### src/rtl/pacer_pkg.sv
package pacer_pkg;

  typedef enum logic {
    CMODE_TC   = 1'b0,
    CMODE_RATE = 1'b1
  } cmode_e;

  typedef enum logic [1:0] {
    SQ_IDLE,
    SQ_LOAD_B,
    SQ_LOAD_A,
    SQ_RUN
  } seq_state_e;

endpackage

### src/rtl/pacer_counter.sv
module pacer_counter
  import pacer_pkg::*;
#(
  parameter int CW = 16
) (
  input  logic          clk,
  input  logic          rst_n,
  input  logic          stop_i,
  input  logic          load_i,
  input  cmode_e        mode_i,
  input  logic [CW-1:0] value_i,
  input  logic          cnt_en_i,
  output logic          out_o
);

  localparam logic [CW-1:0] ONE = {{(CW-1){1'b0}}, 1'b1};

  cmode_e        mode_q;
  logic          armed_q;
  logic [CW-1:0] cnt_q;
  logic [CW-1:0] reload_q;
  logic          out_q;
  logic          at_end;

  assign at_end = (cnt_q == ONE);

  always_ff @(posedge clk or negedge rst_n) begin
    if (!rst_n) begin
      mode_q   <= CMODE_TC;
      armed_q  <= 1'b0;
      cnt_q    <= '0;
      reload_q <= '0;
      out_q    <= 1'b0;
    end else if (stop_i) begin
      mode_q  <= CMODE_TC;
      armed_q <= 1'b0;
      out_q   <= 1'b0;
    end else if (load_i) begin
      mode_q   <= mode_i;
      armed_q  <= 1'b1;
      cnt_q    <= value_i;
      reload_q <= value_i;
      out_q    <= 1'b0;
    end else if (armed_q && cnt_en_i) begin
      if (mode_q == CMODE_RATE) begin
        if (at_end) begin
          cnt_q <= reload_q;
          out_q <= 1'b1;
        end else begin
          cnt_q <= cnt_q - ONE;
          out_q <= 1'b0;
        end
      end else begin
        cnt_q <= cnt_q - ONE;
        if (at_end) out_q <= 1'b1;
      end
    end else if (mode_q == CMODE_RATE) begin
      out_q <= 1'b0;
    end
  end

  assign out_o = out_q;

endmodule

### src/rtl/pacer_divbank.sv
module pacer_divbank #(
  parameter int CW = 16
) (
  input  logic          clk,
  input  logic          rst_n,
  input  logic          wr_i,
  input  logic          sel_i,
  input  logic [CW-1:0] data_i,
  input  logic          commit_i,
  output logic [CW-1:0] act_a_o,
  output logic [CW-1:0] act_b_o
);

  localparam logic [CW-1:0] ONE = {{(CW-1){1'b0}}, 1'b1};
  localparam logic [CW-1:0] TWO = {{(CW-2){1'b0}}, 2'b10};

  function automatic logic [CW-1:0] legalize(input logic [CW-1:0] v);
    return (v == ONE) ? TWO : v;
  endfunction

  for (genvar s = 0; s < 2; s++) begin : g_stage
    logic [CW-1:0] pend_q;
    logic [CW-1:0] act_q;

    always_ff @(posedge clk or negedge rst_n) begin
      if (!rst_n) begin
        pend_q <= '0;
        act_q  <= '0;
      end else begin
        if (wr_i && (sel_i == 1'(s))) pend_q <= data_i;
        if (commit_i) act_q <= legalize(pend_q);
      end
    end
  end

  assign act_a_o = g_stage[0].act_q;
  assign act_b_o = g_stage[1].act_q;

endmodule

### src/rtl/pacer_loadseq.sv
module pacer_loadseq
  import pacer_pkg::*;
#(
  parameter int NUM_CTR = 3,
  parameter int IW      = 2
) (
  input  logic               clk,
  input  logic               rst_n,
  input  logic               start_i,
  input  logic [IW-1:0]      sel_a_i,
  input  logic [IW-1:0]      sel_b_i,
  input  logic               stop_i,
  output logic               ld_vld_o,
  output logic [IW-1:0]      ld_idx_o,
  output logic               ld_second_o,
  output logic [NUM_CTR-1:0] stop_vec_o,
  output logic [NUM_CTR-1:0] busy_o,
  output logic [NUM_CTR-1:0] second_o,
  output logic               on_o,
  output logic               run_o,
  output logic [IW-1:0]      sel_a_o,
  output logic [IW-1:0]      sel_b_o
);

  localparam logic [IW:0] NCTR = (IW+1)'(NUM_CTR);

  seq_state_e    st_q, st_d;
  logic [IW-1:0] a_q, b_q;
  logic          pair_ok;
  logic          accept;

  assign pair_ok = ({1'b0, sel_a_i} < NCTR) && ({1'b0, sel_b_i} < NCTR) &&
                   (sel_a_i != sel_b_i);
  assign accept  = (st_q == SQ_IDLE) && start_i && pair_ok;

  always_comb begin
    st_d = st_q;
    unique case (st_q)
      SQ_IDLE:   if (accept) st_d = SQ_LOAD_B;
      SQ_LOAD_B: st_d = stop_i ? SQ_IDLE : SQ_LOAD_A;
      SQ_LOAD_A: st_d = stop_i ? SQ_IDLE : SQ_RUN;
      SQ_RUN:    if (stop_i) st_d = SQ_IDLE;
      default:   st_d = SQ_IDLE;
    endcase
  end

  always_ff @(posedge clk or negedge rst_n) begin
    if (!rst_n) begin
      st_q <= SQ_IDLE;
      a_q  <= '0;
      b_q  <= '0;
    end else begin
      st_q <= st_d;
      if (accept) begin
        a_q <= sel_a_i;
        b_q <= sel_b_i;
      end
    end
  end

  assign on_o        = (st_q != SQ_IDLE);
  assign run_o       = (st_q == SQ_RUN);
  assign ld_vld_o    = ((st_q == SQ_LOAD_B) || (st_q == SQ_LOAD_A)) && !stop_i;
  assign ld_second_o = (st_q == SQ_LOAD_B);
  assign ld_idx_o    = ld_second_o ? b_q : a_q;
  assign sel_a_o     = a_q;
  assign sel_b_o     = b_q;

  for (genvar i = 0; i < NUM_CTR; i++) begin : g_own
    assign busy_o[i]     = on_o && ((a_q == IW'(i)) || (b_q == IW'(i)));
    assign second_o[i]   = on_o && (b_q == IW'(i));
    assign stop_vec_o[i] = stop_i && busy_o[i];
  end

endmodule

### src/rtl/cascade_pacer.sv
module cascade_pacer
  import pacer_pkg::*;
#(
  parameter int  NUM_CTR = 3,
  parameter int  CW      = 16,
  localparam int IW      = (NUM_CTR > 1) ? $clog2(NUM_CTR) : 1
) (
  input  logic               clk,
  input  logic               rst_n,
  input  logic               stg_wr,
  input  logic               stg_sel,
  input  logic [CW-1:0]      stg_data,
  input  logic               commit,
  input  logic               start_req,
  input  logic [IW-1:0]      start_sel_a,
  input  logic [IW-1:0]      start_sel_b,
  input  logic               stop_req,
  input  logic               dir_valid,
  input  logic [IW-1:0]      dir_idx,
  input  logic               dir_mode,
  input  logic [CW-1:0]      dir_value,
  output logic               pacer_tick,
  output logic               pacer_on,
  output logic [NUM_CTR-1:0] busy,
  output logic [NUM_CTR-1:0] ctr_out,
  output logic               dir_rej
);

  localparam logic [IW:0] NCTR = (IW+1)'(NUM_CTR);

  logic [CW-1:0]      act_a, act_b;
  logic               ld_vld, ld_second, run;
  logic [IW-1:0]      ld_idx, sel_a_q, sel_b_q;
  logic [NUM_CTR-1:0] stop_vec, second_vec, cnt_en;
  logic               a_pulse;
  logic               dir_in_range, dir_ok;
  logic               dir_rej_q;

  pacer_divbank #(.CW(CW)) u_divbank (
    .clk      (clk),
    .rst_n    (rst_n),
    .wr_i     (stg_wr),
    .sel_i    (stg_sel),
    .data_i   (stg_data),
    .commit_i (commit),
    .act_a_o  (act_a),
    .act_b_o  (act_b)
  );

  pacer_loadseq #(.NUM_CTR(NUM_CTR), .IW(IW)) u_seq (
    .clk         (clk),
    .rst_n       (rst_n),
    .start_i     (start_req),
    .sel_a_i     (start_sel_a),
    .sel_b_i     (start_sel_b),
    .stop_i      (stop_req),
    .ld_vld_o    (ld_vld),
    .ld_idx_o    (ld_idx),
    .ld_second_o (ld_second),
    .stop_vec_o  (stop_vec),
    .busy_o      (busy),
    .second_o    (second_vec),
    .on_o        (pacer_on),
    .run_o       (run),
    .sel_a_o     (sel_a_q),
    .sel_b_o     (sel_b_q)
  );

  assign dir_in_range = ({1'b0, dir_idx} < NCTR);
  assign dir_ok       = dir_valid && dir_in_range && !busy[dir_idx];
  assign a_pulse      = ctr_out[sel_a_q];

  for (genvar i = 0; i < NUM_CTR; i++) begin : g_ctr
    logic          seq_hit, dir_hit;
    cmode_e        ld_mode;
    logic [CW-1:0] ld_val;

    assign seq_hit   = ld_vld && (ld_idx == IW'(i));
    assign dir_hit   = dir_ok && (dir_idx == IW'(i));
    assign ld_mode   = seq_hit ? CMODE_RATE : cmode_e'(dir_mode);
    assign ld_val    = seq_hit ? (ld_second ? act_b : act_a) : dir_value;
    assign cnt_en[i] = second_vec[i] ? (run && a_pulse) : 1'b1;

    pacer_counter #(.CW(CW)) u_ctr (
      .clk      (clk),
      .rst_n    (rst_n),
      .stop_i   (stop_vec[i]),
      .load_i   (seq_hit || dir_hit),
      .mode_i   (ld_mode),
      .value_i  (ld_val),
      .cnt_en_i (cnt_en[i]),
      .out_o    (ctr_out[i])
    );
  end

  always_ff @(posedge clk or negedge rst_n) begin
    if (!rst_n) dir_rej_q <= 1'b0;
    else        dir_rej_q <= dir_valid && !dir_ok;
  end

  assign dir_rej    = dir_rej_q;
  assign pacer_tick = run && ctr_out[sel_b_q];

endmodule

### config.mk
export PLATFORM = sky130hd
export DESIGN_NAME = cascade_pacer
export DESIGN_NICKNAME = d
export VERILOG_FILES = /design/src/rtl/pacer_pkg.sv /design/src/rtl/pacer_counter.sv /design/src/rtl/pacer_divbank.sv /design/src/rtl/pacer_loadseq.sv /design/src/rtl/cascade_pacer.sv
export SDC_FILE = /design/constraint.sdc
export NUM_CORES = 1
export LEC_CHECK = 0
export BUFFER_PORTS_ARGS = -buffer_cell sky130_fd_sc_hd__buf_2
export CORE_ASPECT_RATIO = 1.5
export CORE_MARGIN = 3
export CORE_UTILIZATION = 56
export CTS_BUF_LIST = sky130_fd_sc_hd__clkbuf_16
export DETAILED_ROUTE_END_ITERATION = 7
export MAX_ROUTING_LAYER = met4
export PLACE_DENSITY = 0.77
export SYNTH_ARGS = -nofsm -noshare
export SYNTH_HDL_FRONTEND = slang
export SYNTH_SLANG_ARGS = --single-unit
### constraint.sdc
create_clock -name clk -period 2.3 [get_ports clk]
set_input_delay 0.23 -clock clk [delete_from_list [all_inputs] [get_ports clk]]
set_output_delay 0.23 -clock clk [all_outputs]
set_load 0.02 [all_outputs]
---- Word-level counts from Yosys, hierarchy flattened ----
Cells that the tools add are included.
operators by class
  add/subtract/negate cells ............... 3
  $lt $le $gt $ge ......................... 6
  equality and inequality tests ........... 19
  mux-type cells .......................... 69
  bitwise gates (word level) .............. 4
  reductions and logical operators ........ 68
operator list
  cell                     number
  $mux W16                 18
  $eq A16 B1 Y1 const B    5
  $sub A16 B1 Y16 const B  3
  $mux W1                  42
  $logic_and A1 B1 Y1      30
  $reduce_bool A4 Y1       6
  $reduce_and A2 Y1        10
  $reduce_bool A2 Y1       7
  $eq A2 B2 Y1 const B     6
  $eq A2 B1 Y1 const B     5
  $logic_not A2 Y1         5
  $mux W2                  5
  $lt A2 B3 Y1 const B     3
  $pmux W2 S4              1
  $logic_or A1 B1 Y1       7
  $bmux W1 S2              3
  $lt A2 B2 Y1 const B     3
  $not A1 Y1               4
  $logic_not A1 Y1         3
  $ne A2 B1 Y1 const B     1
  $ne A2 B2 Y1             1
  $ne A2 B2 Y1 const B     1
storage, ports and cells
  flip-flop bits (word level) ............. 176
  output and inout port bits .............. 9
  word-level logic and storage cells ...... 192

---- Depth between registers and ports, before layout ----
  depth in word-level cells ............... 11
  mapped depth ............................ 11

---- Hierarchy ----
Synthesis repeated with hierarchy kept, for this count alone.
second synthesis, totals
  cell total of the unflattened synthesis .. 982
  area, all modules ....................... 9569.2 µm²
modules (own cells, without submodules)
  module         times used  cells each  area each (µm²)
  pacer_counter  3           209         1901.8
  pacer_divbank  1           154         2494.9
  cascade_pacer  1           151         894.6
  pacer_loadseq  1           50          474.2

---- Least setup slack after synthesis ----
No wires, ideal clock.
  path type ............................... flip-flop to flip-flop
  from .................................... register u_seq.st_q[1]
  to ...................................... register g_ctr[1].u_ctr.cnt_q[8]
  setup time .............................. 0.125 ns
  arrival time ............................ 2.154 ns
  data required time ...................... 2.175 ns
  path slack .............................. 0.021 ns
  stages on the path, launching flop included .. 10
  buffers on the path ..................... 2
  clock period less this slack ............ 2.279 ns
  cells stage by stage .................... dfrtp_1 -> inv_1 -> ha_1 -> buf_2 -> buf_4 -> mux2i_2 -> nand3_1 -> a41oi_1 -> o31ai_1 -> mux2_4
on the way
  cells in the longest elaborated chain, start to end .. 10
  elaborated cells between the ends (all ways) .. 29
ends and longest elaborated chain
  what                                 line                 RTL
  from (decl)                          pacer_loadseq.sv:27  seq_state_e st_q, st_d;
  from (signal assigned)               pacer_loadseq.sv:53  st_q <= st_d;
  $reduce_bool A2 Y1                   pacer_loadseq.sv:61  assign on_o = (st_q != SQ_IDLE);
  $logic_and A1 B1 Y1                  pacer_loadseq.sv:70  assign busy_o[i] = on_o && ((a_q == IW'(i)) || (b_q == IW'(i)));
  $bmux W1 S2                          cascade_pacer.sv:70  assign dir_ok = dir_valid && dir_in_range && !busy[dir_idx];
  $mux W1 (implied by the code)        cascade_pacer.sv:70
  $logic_not A1 Y1                     cascade_pacer.sv:70
  $logic_and A1 B1 Y1                  cascade_pacer.sv:70
  $logic_and A1 B1 Y1                  cascade_pacer.sv:79  assign dir_hit = dir_ok && (dir_idx == IW'(i));
  $logic_or A1 B1 Y1                   cascade_pacer.sv:88  .load_i (seq_hit || dir_hit),
  $reduce_bool A2 Y1 (no source line)  -
  $reduce_and A2 Y1 (no source line)   -
  to (signal assigned)                 pacer_counter.sv:47  cnt_q <= reload_q;
  to (signal assigned)                 pacer_counter.sv:50  cnt_q <= cnt_q - ONE;
  to (signal assigned)                 pacer_counter.sv:54  cnt_q <= cnt_q - ONE;
  to (decl)                            pacer_counter.sv:20  logic [CW-1:0] cnt_q;
Parallel ways exist; a longest one is shown, timed or not. The select of a mux whose other input is x is not followed.
A chain may end at the register's enable or synchronous reset.

---- Final worst setup path ----
  from .................................... register u_seq.st_q[1]
  to ...................................... register g_ctr[0].u_ctr.cnt_q[2]
on the way
  cells in the longest elaborated chain, start to end .. 10
  elaborated cells between the ends (all ways) .. 29
ends and longest elaborated chain
  what                                 line
  $reduce_bool A2 Y1                   pacer_loadseq.sv:61
  $logic_and A1 B1 Y1                  pacer_loadseq.sv:70
  $bmux W1 S2                          cascade_pacer.sv:70
  $mux W1 (implied by the code)        cascade_pacer.sv:70
  $logic_not A1 Y1                     cascade_pacer.sv:70
  $logic_and A1 B1 Y1                  cascade_pacer.sv:70
  $logic_and A1 B1 Y1                  cascade_pacer.sv:79
  $logic_or A1 B1 Y1                   cascade_pacer.sv:88
  $reduce_bool A2 Y1 (no source line)  -
  $reduce_and A2 Y1 (no source line)   -
  to (signal assigned)                 pacer_counter.sv:47
  to (signal assigned)                 pacer_counter.sv:50
  to (signal assigned)                 pacer_counter.sv:54
  to (decl)                            pacer_counter.sv:20
Parallel ways exist; a longest one is shown, timed or not. The select of a mux whose other input is x is not followed.

==> key figures <==
Status
  • Outcome: finished, final reports clean

Min path
  • Hold Startpoint: start_sel_a[1]
  • Worst Hold Endpoint: u_seq.sel_a_o[1]
  • HP Class: primary input to flop
  • WHS Path Cells: 3

CTS
  • Worst-path clk slew: about 0.080 ns
  • Setup bufs post-CTS: 0
  • Num CTS Buffers: 17
  • Max clock buf depth: 2
  • CTS tree: built
  • Worst-Skew Late Latency: 0.43 ns
  • TritonCTS Sinks: 176
  • Clk Tree Root Cell: clkbuf_16
  • Depth of the CTS H-tree: 4

Pwr
  • PD cells: 1370 mW/mm²
  • Pwr Total: 0.0163 W
  • Leakage power: 5.20 nW
  • VDD IR-drop max: 0.828 mV

Setup path
  • R2R Path End: g_ctr[0].u_ctr.cnt_q[2]
  • Worst reg2reg path depth: 9
  • CP startpoint kind: flop
  • Worst endpoint data arrival time: 2.58 ns
  • Crit Path Class: flop to flop
  • CP Capture Type: flop
  • Worst Path Required: 2.62 ns
  • Worst Path Max Fanout: 13
  • R2R setup slack: ~0.042 ns
  • Reg2Reg Launch Point: u_seq.st_q[1]

Synth
  • Yosys cell types: 91
  • Mapped Cells: 1,021
  • Seq/Total Area, Yosys: 43.9%
  • Fraction of registers with async set/reset: 100%
  • Yosys warning count: 0
  • Syn nets: 1,079
  • EDFF count, synth: 0
  • Mean post-synth cell area: 9.83 µm²
  • Mapped Area: about 0.01 mm²
  • Main flop type after synthesis: dfrtp_1
  • #FFs+latches synth: 176

STA
  • Slew Viols, Final: 0
  • Final hold violations: 0
  • RSZ-0062 raised after global routing: yes
  • Max Freq: 443 MHz
  • Final period util: 98.2%
  • PnR worst setup slack: 0.0418 ns
  • Slew HR: 50.9%
  • Final setup violation count: 0
  • Layout Skew: approximately 0.013 ns
  • Worst Max-Slew Pin Slew: 0.734 ns
  • Tmin final: 2.26 ns

Final layout
  • FF/Latch Area: roughly 0.0044 mm²
  • Layout cells sized above 1: 28.5%
  • Multi-input gate area: 0.00529 mm²
  • Most common library cell in the layout ignoring fill and taps: dfrtp_1
  • NumNets Final: between 1,000 and 1,500
  • Final Instance Area: about 0.012 mm²
  • Synth-to-layout area growth: 18.8%
  • Commonest non-fill, non-tap cells in the layout: dfrtp_1, nand2_1, buf_4
  • Fillers: 1,350

Floorplanning
  • # rows: 59
  • Die area: 0.0196 mm²
  • Chip width: 115 µm
  • Chip Height: 170 µm
  • Initial Utilization: 57.3%
  • I/O pins: 56
  • Core footprint: between 0.015 and 0.02 mm²

Route
  • Remaining antenna violation count: 0
  • Routed wire per std cell: 21.8 µm
  • Vias: 8,932
  • Drt first-iter violations: 730
  • DR pass1 iterations: 6
  • DR vias/cell: 6.55
  • DRC errors left: 0
  • Total wire length: 29,700 µm

Placed design
  • Post-detail-place hpwl: 22,000 µm
  • Gpl congestion: around 1.0
  • Pre-CTS setup slack: -0.161 ns
  • Placed inst area: approximately 0.011 mm²
  • IO Port Bufs: 55

Global routing
  • Pin count of the biggest net entering global routing: 62
  • Initial antenna violation count: 1
  • Grt ovf: 0
  • Global-route wire length before repair: 47,700 µm
  • Global-route usage over all layers: 32.0%
  • Vias in the first global route: 9,020

Job
  • Max-cap violation count: 0
-- critical path, cell delays in order (launching register included) --
cell	delay, ns
dfrtp_1	0.38
buf_4	0.14
ha_1	0.19
and4b_1	0.20
a311oi_2	0.38
buf_4	0.23
a21o_1	0.17
nand2_1	0.06
buf_4	0.20
o22a_1	0.20
-- cells in the mapped netlist, types with 17 or more instances --
| master | instances | area, µm² |
|---|---|---|
| dfrtp_1 | 176 | 4400 |
| nand2_1 | 105 | 394 |
| nor2_1 | 88 | 330 |
| mux2_2 | 73 | 822 |
| a31oi_1 | 62 | 388 |
| nor3_1 | 48 | 240 |
| clkbuf_1 | 38 | 143 |
| inv_1 | 30 | 113 |
| mux2i_1 | 26 | 260 |
| nor4_1 | 22 | 138 |
| a21oi_1 | 21 | 105 |
| nand4_1 | 21 | 131 |
| o211ai_1 | 21 | 158 |
| buf_2 | 19 | 95.1 |
| xnor2_1 | 17 | 149 |
-- area by class of cell --
cell class	instances	share of cell area [%]
diodes	1	0.0210
repair buffers	166	10.3
inverters	33	1.04
well taps	213	2.24
clock buffers	17	3.57
clock inverters	15	1.44
flip-flops and latches	176	37.0
multi-input cells	743	44.4
-- sequential cells by signal (all words and copies together) (netlist names) --
name                      count
u_divbank.act_a_o            16
g_ctr.u_ctr.reload_q         48
g_ctr.u_ctr.out_o             3
g_ctr.u_ctr.armed_q           3
u_divbank.g_stage.pend_q     32
dir_rej                       1
g_ctr.u_ctr.cnt_q            48
u_seq.st_q                    2
u_seq.sel_b_o                 2
u_divbank.act_b_o            16
u_seq.sel_a_o                 2
g_ctr.u_ctr.mode_q            3
-- timing repair --
| item | 4_1_cts | 5_1_grt |
|---|---|---|
| endpoints found under the setup margin | 13 | 46 |
| endpoints found under the hold margin | 56 | 0 |
| hold buffers | 1 | 0 |
| gates resized for setup | 8 | 16 |
-- where the power goes --
| part | leakage [nW] | switching [W] | internal, W | total (W) |
|---|---|---|---|---|
| combinational | 2.82 | 0.00421 | 0.00354 | 0.00776 |
| sequential | 2.09 | 0.00129 | 0.00426 | 0.00554 |
| clock | 0.288 | 0.00134 | 0.00164 | 0.00298 |
-- worst max path at each step --
stage | start | end | slack [ns] | depth (start not counted)
after floorplan | u_seq.st_q[1] | g_ctr[1].u_ctr.cnt_q[8] | 0.02 | 9
after global placement | u_seq.st_q[1] | g_ctr[1].u_ctr.cnt_q[7] | -0.15 | 8
after detailed placement | u_seq.st_q[1] | g_ctr[1].u_ctr.cnt_q[7] | -0.16 | 8
after CTS | u_seq.st_q[0] | busy[1] | 0.009 | 8
after global routing | u_seq.st_q[1] | g_ctr[0].u_ctr.cnt_q[6] | -0.02 | 10
final | u_seq.st_q[1] | g_ctr[0].u_ctr.cnt_q[2] | 0.04 | 9
-- metrics by stage --
stage	instances	TNS (ns)	hold slack [ns]	util, %
floorplan	1021	0	-0.0656	-
global placement	1330	-0.419	0.251	64.0
detailed placement	1330	-0.473	0.258	64.0
CTS	1363	0	0.0171	67.7
global route	1364	-0.0258	0.0384	68.1
finish	1364	0	0.0255	68.1
-- cells by family after synthesis --
| family | count (synthesis) | share of synthesized area (%) |
|---|---|---|
| xor+xnor | 29 | 2.53 |
| buf+inv | 102 | 4.58 |
| simple gates | 374 | 19.3 |
| flops | 176 | 43.9 |
| fa+ha+maj | 11 | 1.37 |
| compound gates | 227 | 17.1 |
| mux | 102 | 11.2 |
-- per-layer routing --
| metal | global-route usage [%] | vias up | wire, µm |
|---|---|---|---|
| met4 | 18.8 | 0 | 1970 |
| met1 | 36.4 | 4370 | 11100 |
| met3 | 3.98 | 132 | 1530 |
| met2 | 53.7 | 400 | 15100 |
| met5 | - | - | 0 |
| li1 | - | 4030 | - |
Power figures use the tool's default switching activity.
